**src/rtl/nand_ecc_pkg.sv**
```systemverilog
package nand_ecc_pkg;

    typedef enum logic [1:0] {
        SQ_DATA = 2'd0,
        SQ_ECC  = 2'd1,
        SQ_DONE = 2'd2
    } sq_state_t;

    typedef struct packed {
        logic multi;
        logic ponly;
        logic err;
    } ecc_flags_t;

    localparam logic [1:0] RA_MODE = 2'd0;
    localparam logic [1:0] RA_CTRL = 2'd1;
    localparam logic [1:0] RA_PARP = 2'd2;
    localparam logic [1:0] RA_PARN = 2'd3;

    localparam int MODE_W = 4;

endpackage

```
**src/rtl/nand_ecc_cfg.sv**
```systemverilog
module nand_ecc_cfg
    import nand_ecc_pkg::*;
#(
    parameter int REG_W = 16
) (
    input  logic                clk,
    input  logic                rst_n,
    input  logic                cfg_we,
    input  logic [1:0]          cfg_addr,
    input  logic [REG_W-1:0]    cfg_wdata,
    output logic [MODE_W-1:0]   mode_bits,
    output logic [1:0]          size_sel,
    output logic                wide,
    output logic                check,
    output logic                restart
);

    logic [MODE_W-1:0] mode_q;

    always_ff @(posedge clk or negedge rst_n) begin
        if (!rst_n) begin
            mode_q <= '0;
        end else if (cfg_we && (cfg_addr == RA_MODE)) begin
            mode_q <= cfg_wdata[MODE_W-1:0];
        end
    end

    always_comb begin
        mode_bits = mode_q;
        size_sel  = mode_q[1:0];
        wide      = mode_q[2];
        check     = mode_q[3];
        restart   = cfg_we && ((cfg_addr == RA_MODE) ||
                               ((cfg_addr == RA_CTRL) && cfg_wdata[0]));
    end

endmodule

```
**src/rtl/nand_ecc_seq.sv**
```systemverilog
module nand_ecc_seq
    import nand_ecc_pkg::*;
#(
    parameter int DATA_W     = 16,
    parameter int CNT_W      = 12,
    parameter int BASE_BYTES = 512,
    parameter int CODE_W     = 16
) (
    input  logic                  clk,
    input  logic                  rst_n,
    input  logic                  restart,
    input  logic                  strobe,
    input  logic [DATA_W-1:0]     data,
    input  logic                  wide,
    input  logic                  check,
    input  logic [1:0]            size_sel,
    output sq_state_t             state,
    output logic [CNT_W-1:0]      word_addr,
    output logic [CNT_W-1:0]      word_lim,
    output logic                  acc_en,
    output logic                  fire,
    output logic [2*CODE_W-1:0]   stored_next
);

    localparam int STORE_W = 2 * CODE_W;

    sq_state_t           state_q;
    sq_state_t           state_nx;
    logic [CNT_W-1:0]    cnt_q;
    logic [1:0]          ecc_idx_q;
    logic [1:0]          ecc_lim;
    logic [STORE_W-1:0]  stored_q;
    logic [CNT_W:0]      page_bytes;
    logic [CNT_W:0]      page_words;
    logic                ecc_we;
    logic                data_last;

    // page geometry
    always_comb begin
        page_bytes = (CNT_W+1)'(BASE_BYTES) << size_sel;
        page_words = wide ? (page_bytes >> 1) : page_bytes;
        word_lim   = CNT_W'(page_words - (CNT_W+1)'(1));
        ecc_lim    = wide ? 2'd1 : 2'd3;
    end

    // state register
    always_ff @(posedge clk or negedge rst_n) begin
        if (!rst_n) begin
            state_q <= SQ_DATA;
        end else if (restart) begin
            state_q <= SQ_DATA;
        end else begin
            state_q <= state_nx;
        end
    end

    // outputs of the sequencer
    always_comb begin
        acc_en    = 1'b0;
        ecc_we    = 1'b0;
        unique case (state_q)
            SQ_DATA: acc_en = strobe;
            SQ_ECC:  ecc_we = strobe;
            SQ_DONE: ;
            default: ;
        endcase
        data_last = acc_en && (cnt_q == word_lim);
        fire      = ecc_we && (ecc_idx_q == ecc_lim);
        state     = state_q;
        word_addr = cnt_q;
    end

    // next-state decode
    always_comb begin
        state_nx = state_q;
        unique case (state_q)
            SQ_DATA: if (data_last) state_nx = check ? SQ_ECC : SQ_DONE;
            SQ_ECC:  if (fire)      state_nx = SQ_DONE;
            SQ_DONE: state_nx = SQ_DONE;
            default: state_nx = SQ_DATA;
        endcase
    end

    // beat counters
    always_ff @(posedge clk or negedge rst_n) begin
        if (!rst_n) begin
            cnt_q     <= '0;
            ecc_idx_q <= '0;
        end else if (restart) begin
            cnt_q     <= '0;
            ecc_idx_q <= '0;
        end else begin
            if (acc_en && !data_last) cnt_q <= cnt_q + 1'b1;
            if (ecc_we && !fire)      ecc_idx_q <= ecc_idx_q + 1'b1;
        end
    end

    // stored code assembly, low lane first
    always_comb begin
        stored_next = stored_q;
        if (ecc_we) begin
            if (wide) stored_next[{ecc_idx_q[0], 4'b0000} +: 16] = data[15:0];
            else      stored_next[{ecc_idx_q, 3'b000} +: 8]      = data[7:0];
        end
    end

    always_ff @(posedge clk or negedge rst_n) begin
        if (!rst_n) begin
            stored_q <= '0;
        end else if (restart) begin
            stored_q <= '0;
        end else if (ecc_we) begin
            stored_q <= stored_next;
        end
    end

endmodule

```
**src/rtl/nand_ecc_accum.sv**
```systemverilog
module nand_ecc_accum #(
    parameter int DATA_W = 16,
    parameter int ADDR_W = 12,
    parameter int BIT_W  = 4
) (
    input  logic                      clk,
    input  logic                      rst_n,
    input  logic                      clear,
    input  logic                      en,
    input  logic                      wide,
    input  logic [ADDR_W-1:0]         addr,
    input  logic [DATA_W-1:0]         data,
    output logic [ADDR_W+BIT_W-1:0]   par_p,
    output logic [ADDR_W+BIT_W-1:0]   par_n
);

    localparam int CODE_W = ADDR_W + BIT_W;

    logic [DATA_W-1:0] lane_mask;
    logic [DATA_W-1:0] dm;
    logic [BIT_W-1:0]  bp;
    logic [BIT_W-1:0]  bn;
    logic [ADDR_W-1:0] ap;
    logic [ADDR_W-1:0] an;
    logic              word_par;
    logic [CODE_W-1:0] p_q;
    logic [CODE_W-1:0] n_q;

    always_comb begin
        lane_mask = wide ? {DATA_W{1'b1}} : {{(DATA_W-8){1'b0}}, 8'hFF};
        dm        = data & lane_mask;
        word_par  = ^dm;
        bp        = '0;
        bn        = '0;
        for (int k = 0; k < BIT_W; k++) begin
            for (int j = 0; j < DATA_W; j++) begin
                if (j[k]) bp[k] = bp[k] ^ dm[j];
                else      bn[k] = bn[k] ^ dm[j];
            end
        end
    end

    // line parities: a whole word lands on one side of each address bit
    for (genvar a = 0; a < ADDR_W; a++) begin : g_line
        assign ap[a] = addr[a]  & word_par;
        assign an[a] = !addr[a] & word_par;
    end

    always_ff @(posedge clk or negedge rst_n) begin
        if (!rst_n) begin
            p_q <= '0;
            n_q <= '0;
        end else if (clear) begin
            p_q <= '0;
            n_q <= '0;
        end else if (en) begin
            p_q <= p_q ^ {ap, bp};
            n_q <= n_q ^ {an, bn};
        end
    end

    assign par_p = p_q;
    assign par_n = n_q;

endmodule

```
**src/rtl/nand_ecc_judge.sv**
```systemverilog
module nand_ecc_judge
    import nand_ecc_pkg::*;
#(
    parameter int CODE_W = 16
) (
    input  logic [CODE_W-1:0] calc_p,
    input  logic [CODE_W-1:0] calc_n,
    input  logic [CODE_W-1:0] stored_p,
    input  logic [CODE_W-1:0] stored_n,
    output ecc_flags_t        flags,
    output logic [CODE_W-1:0] syn_p,
    output logic [CODE_W-1:0] syn_n
);

    logic [2*CODE_W-1:0]      syn_all;
    logic [$clog2(2*CODE_W):0] ones;

    always_comb begin
        syn_p   = calc_p ^ stored_p;
        syn_n   = calc_n ^ stored_n;
        syn_all = {syn_n, syn_p};
        ones    = ($clog2(2*CODE_W)+1)'($countones(syn_all));
        flags   = '0;
        if (syn_all == '0) begin
            flags = '0;
        end else if (ones == 1) begin
            flags.err   = 1'b1;
            flags.ponly = 1'b1;
        end else if ((syn_p ^ syn_n) == {CODE_W{1'b1}}) begin
            flags.err   = 1'b1;
        end else begin
            flags.err   = 1'b1;
            flags.multi = 1'b1;
        end
    end

endmodule

```
**src/rtl/nand_ecc_engine.sv**
```systemverilog
module nand_ecc_engine
    import nand_ecc_pkg::*;
#(
    parameter int DATA_W     = 16,
    parameter int ADDR_W     = 12,
    parameter int BIT_W      = 4,
    parameter int BASE_BYTES = 512,
    parameter int REG_W      = 16
) (
    input  logic              clk,
    input  logic              rst_n,
    input  logic              bus_strobe,
    input  logic [DATA_W-1:0] bus_data,
    input  logic              cfg_we,
    input  logic [1:0]        cfg_addr,
    input  logic [REG_W-1:0]  cfg_wdata,
    output logic [REG_W-1:0]  cfg_rdata
);

    localparam int CODE_W = ADDR_W + BIT_W;

    logic [MODE_W-1:0]   mode_bits;
    logic [1:0]          size_sel;
    logic                mode_wide;
    logic                mode_check;
    logic                restart;
    sq_state_t           state;
    logic [ADDR_W-1:0]   word_addr;
    logic [ADDR_W-1:0]   word_lim;
    logic                acc_en;
    logic                fire;
    logic [2*CODE_W-1:0] stored_next;
    logic [CODE_W-1:0]   acc_p;
    logic [CODE_W-1:0]   acc_n;
    ecc_flags_t          judge_flags;
    logic [CODE_W-1:0]   syn_p;
    logic [CODE_W-1:0]   syn_n;
    ecc_flags_t          flags_q;
    logic [CODE_W-1:0]   res_p;
    logic [CODE_W-1:0]   res_n;
    logic                st_done;
    logic                show_res;

    nand_ecc_cfg #(.REG_W(REG_W)) u_cfg (
        .clk       (clk),
        .rst_n     (rst_n),
        .cfg_we    (cfg_we),
        .cfg_addr  (cfg_addr),
        .cfg_wdata (cfg_wdata),
        .mode_bits (mode_bits),
        .size_sel  (size_sel),
        .wide      (mode_wide),
        .check     (mode_check),
        .restart   (restart)
    );

    nand_ecc_seq #(
        .DATA_W     (DATA_W),
        .CNT_W      (ADDR_W),
        .BASE_BYTES (BASE_BYTES),
        .CODE_W     (CODE_W)
    ) u_seq (
        .clk         (clk),
        .rst_n       (rst_n),
        .restart     (restart),
        .strobe      (bus_strobe),
        .data        (bus_data),
        .wide        (mode_wide),
        .check       (mode_check),
        .size_sel    (size_sel),
        .state       (state),
        .word_addr   (word_addr),
        .word_lim    (word_lim),
        .acc_en      (acc_en),
        .fire        (fire),
        .stored_next (stored_next)
    );

    nand_ecc_accum #(
        .DATA_W (DATA_W),
        .ADDR_W (ADDR_W),
        .BIT_W  (BIT_W)
    ) u_accum (
        .clk   (clk),
        .rst_n (rst_n),
        .clear (restart),
        .en    (acc_en),
        .wide  (mode_wide),
        .addr  (word_addr),
        .data  (bus_data),
        .par_p (acc_p),
        .par_n (acc_n)
    );

    nand_ecc_judge #(.CODE_W(CODE_W)) u_judge (
        .calc_p   (acc_p),
        .calc_n   (acc_n),
        .stored_p (stored_next[CODE_W-1:0]),
        .stored_n (stored_next[2*CODE_W-1:CODE_W]),
        .flags    (judge_flags),
        .syn_p    (syn_p),
        .syn_n    (syn_n)
    );

    // verdict latch
    always_ff @(posedge clk or negedge rst_n) begin
        if (!rst_n) begin
            flags_q <= '0;
            res_p   <= '0;
            res_n   <= '0;
        end else if (restart) begin
            flags_q <= '0;
            res_p   <= '0;
            res_n   <= '0;
        end else if (fire) begin
            flags_q <= judge_flags;
            res_p   <= syn_p;
            res_n   <= syn_n;
        end
    end

    // register read view
    always_comb begin
        st_done   = (state == SQ_DONE);
        show_res  = st_done && mode_check;
        cfg_rdata = '0;
        unique case (cfg_addr)
            RA_MODE: cfg_rdata[MODE_W-1:0] = mode_bits;
            RA_CTRL: cfg_rdata[3:0] = {st_done, flags_q.multi, flags_q.ponly, flags_q.err};
            RA_PARP: cfg_rdata = REG_W'(show_res ? res_p : acc_p);
            RA_PARN: cfg_rdata = REG_W'(show_res ? res_n : acc_n);
            default: cfg_rdata = '0;
        endcase
    end

endmodule

```
**config.mk**
```make
export PLATFORM = sky130hd
export DESIGN_NAME = nand_ecc_engine
export DESIGN_NICKNAME = d
export VERILOG_FILES = /design/src/rtl/nand_ecc_pkg.sv /design/src/rtl/nand_ecc_cfg.sv /design/src/rtl/nand_ecc_seq.sv /design/src/rtl/nand_ecc_accum.sv /design/src/rtl/nand_ecc_judge.sv /design/src/rtl/nand_ecc_engine.sv
export SDC_FILE = /design/constraint.sdc
export NUM_CORES = 1
export LEC_CHECK = 0
export ABC_AREA = 1
export BUFFER_PORTS_ARGS = -buffer_cell sky130_fd_sc_hd__buf_2
export CORE_MARGIN = 4
export CORE_UTILIZATION = 40
export CTS_BUF_LIST = sky130_fd_sc_hd__clkbuf_2
export DETAILED_ROUTE_END_ITERATION = 10
export SYNTH_ARGS = -nofsm -noshare
export SYNTH_HDL_FRONTEND = slang
export SYNTH_SLANG_ARGS = --single-unit
```
**constraint.sdc**
```tcl
create_clock -name clk -period 5.51 [get_ports clk]
set_input_delay 1.102 -clock clk [delete_from_list [all_inputs] [get_ports clk]]
set_output_delay 1.102 -clock clk [all_outputs]
set_load 0.02 [all_outputs]
```
==> impl_metrics.csv <==
group,metric,value,unit
sta,fmax,167,MHz
synth,yosysUniqueCellTypes,47,
cts,cts_buffers,17,
sta,slew_viol_final,0,
synth,synthAdderAreaFrac,0.120,
synth,synth_compound_area_frac,0.111,
floorplan,die_w,164,um
setup_path,critPathCaptureType,"flip-flop",
detailed_routing,vias_per_cell,5.11,
synth,synth_seq_area_share,0.307,
synth,synth_xor_area_frac,0.0431,
placement,post_dp_cell_area,11300,um2
setup_path,crit_arrival,6.66,ns
placement,place.gp.congestion,0.958,
setup_path,critPathLaunchType,"flip-flop",
grt,grt-ovfl-total,0,
detailed_routing,drcViolationCount,0,
worst_hold_path,hp-class,"input port to async pin",
cells_and_area,drive_gt1_frac,0.278,
synth,synth_top_family_by_area,"simple AND/OR/NAND/NOR gates",
sta,setup_tns,-0.877,ns
cts,cts_tree,"done",
placement,dp_slack,-1.05,ns
detailed_routing,wl,33600,um
placement,dp_hpwl,25500,um
run_status,violations,"setup timing",
cts,cts.path.max_buffers,2,
floorplan,core_area,23600,um2
floorplan,fp-row-count,56,
synth,avgSynthCellArea,7.03,um2
cells_and_area,final_nets,1716,
detailed_routing,dr.first_iter.drc_count,804,
floorplan,io_pins,54,
setup_path,cpPeakStageDelay,0.44,ns
floorplan,die_h,164,um
floorplan,fp.dieArea,26800,um2
cts,clock-sinks,119,
setup_path,crit_top_cell,"buf_4",
cells_and_area,area_growth,27.8,%
setup_path,cpMaxStageDelayCell,"dfrtp_1",
setup_path,worstSetupPathType,"flip-flop to flip-flop",
cells_and_area,num_antenna_cells,0,
sta,hold_violations,0,
grt,antenna_found_initial,0,
synth,synth_cells,1377,
synth,synth_seq_cells,119,
grt,grt_start_max_net_pins,56,
synth,netlist_area,9690,um2
sta,relSlewSlack,0.302,
setup_path,crit_buf_inv,37,
sta,rsz0062_at_grt,"true",
cts,h-tree-depth,4,
job,cap_violations,0,
cts,cts.clk_slew.worst_paths,0.21,ns
synth,yosys.area_share.simple,0.325,
setup_path,path_max_fanout,5,
placement,placement.io_buffers,41,
cts,clk_latency,0.76,ns
sta,fin_ws,-0.479,ns
synth,synthesis.nets,1492,
detailed_routing,vias,9874,
synth,yosysWarnings,0,
grt,grt_pass1_wl,52400,um
grt,grt_pass1_vias,9588,
detailed_routing,firstDrtPassIters,5,
grt,grt_use_total,0.255,
setup_path,crit_family,"buffers and inverters",
setup_path,required,6.18,ns
sta,finClkSkew,0.0534,ns
sta,finalCritPeriodShare,1.09,
floorplan,initial_core_util,0.410,
sta,tightest_slew,1.05,ns
detailed_routing,detail_route.wl_per_cell,17.4,um
run_status,status,"finished with violations",
sta,period_minus_slack,5.99,ns
sta,setup_violations,2,
cts,ctsRootBufferMaster,"clkbuf_2",
detailed_routing,ant_nets,0,
synth,muxShareOfSynthArea,0,
cells_and_area,fin_area,12400,um2
==> repair_timing <==
| item | 4_1_cts | 5_1_grt |
|---|---|---|
| buffers inserted | 47 | 4 |
| hold buffers | 0 | 0 |
| cloned | 0 | 0 |
| endpoints found under the setup margin | 2 | 2 |
| pin swaps | 21 | 14 |
| resized for setup | 64 | 55 |
==> worst paths after layout <==
check	startpoint	endpoint	slack [ns]	cells past startpoint
max reg2reg	u_seq.state[1]$_DFFE_PN0P_	flags_q[2]$_DFFE_PN0P_	-0.48	50
min reg2reg	res_p[3]$_DFFE_PN0P_	res_p[3]$_DFFE_PN0P_	0.51	2
max	u_seq.state[1]$_DFFE_PN0P_	flags_q[2]$_DFFE_PN0P_	-0.48	50
max in group asynchronous	rst_n	res_p[4]$_DFFE_PN0P_	4.06	2
min	rst_n	u_cfg.mode_bits[2]$_DFFE_PN0P_	0.39	1
min in group clk	res_p[3]$_DFFE_PN0P_	res_p[3]$_DFFE_PN0P_	0.51	2
==> flip-flops by register name, summed over array words and instances (netlist names) <==
signal and flops:
res_p 16, u_accum.par_n 16, u_accum.par_p 16, u_seq.word_addr 12, flags_q 3, u_seq.stored_q 32
u_seq.ecc_idx_q 2, u_seq.state 2, res_n 16, u_cfg.mode_bits 4
==> layer usage <==
layer | wire (um) | global-route usage | vias to the layer above
met2 | 16000 | 0.438 | 311
met1 | 14900 | 0.333 | 4693
met3 | 1780 | 0.0401 | 53
met4 | 903 | 0.0717 | 0
met5 | 0 | 0 | -
li1 | - | - | 4817
==> layout by cell type (no fill, tap or decap), drive strengths merged, types with 3 or more instances in the layout <==
cell type,n
nand3,97
a32oi,4
o22ai,15
o211ai,4
clkbuf,17
xor2,25
dfrtp,119
nor2,152
nor3,10
clkinv,10
bufinv,3
nand2,437
xnor2,15
nand4,15
inv,180
fa,26
o21ai,106
nor4,4
a21oi,63
ha,51
buf,246
==> through the flow <==
step                      hold WS [ns]  instances   util
after floorplan                  0.444       1377      -
after global placement           0.463       1850  0.480
after detailed placement         0.468       1850  0.480
after CTS                        0.389       1929  0.515
after global routing             0.397       1933  0.524
final                            0.393       1933  0.524
==> area by class of cell <==
| class | instances | area (um2) |
|---|---|---|
| well taps | 319 | 399 |
| inverters | 178 | 682 |
| clock inverters | 15 | 191 |
| multi-input cells | 1039 | 6220 |
| repair buffers | 246 | 1820 |
| flip-flops and latches | 119 | 2980 |
| clock buffers | 17 | 85.1 |
| fillers | 2352 | 11200 |
==> Yosys cell counts (all sizes together) <==
library cell	number	area share
a22o	2	0.0018
fa	26	0.054
a32oi	4	0.0036
nor4	4	0.0026
a211oi	1	0.00078
nor3	10	0.0052
nand4	15	0.0097
and2	2	0.0013
o2111ai	1	0.00090
clkbuf	23	0.010
nor3b	2	0.0015
dfrtp	119	0.31
o211ai	4	0.0031
a21oi	63	0.033
nand3	97	0.051
clkinv	3	0.0012
nand3b	2	0.0015
a31oi	1	0.00065
nand2	437	0.19
nor2	152	0.061
inv	175	0.068
xnor2	15	0.018
xor2	25	0.025
o22ai	15	0.0097
buf	18	0.014
ha	51	0.066
o21bai	1	0.00078
o21ai	106	0.057
a21o	1	0.00078
or2	2	0.0013
==> cells by family after synthesis <==
| logic type | Yosys count |
|---|---|
| buffers and inverters | 219 |
| DFF | 119 |
| and+or+nand+nor | 723 |
| adders and majority gates | 77 |
| AOI/OAI and AO/OA | 199 |
| xor gates and xnor gates | 40 |
Power is left out: the tool's default activity adds up to more than one toggle a clock period on the data nets, which glitch-free logic cannot reach.
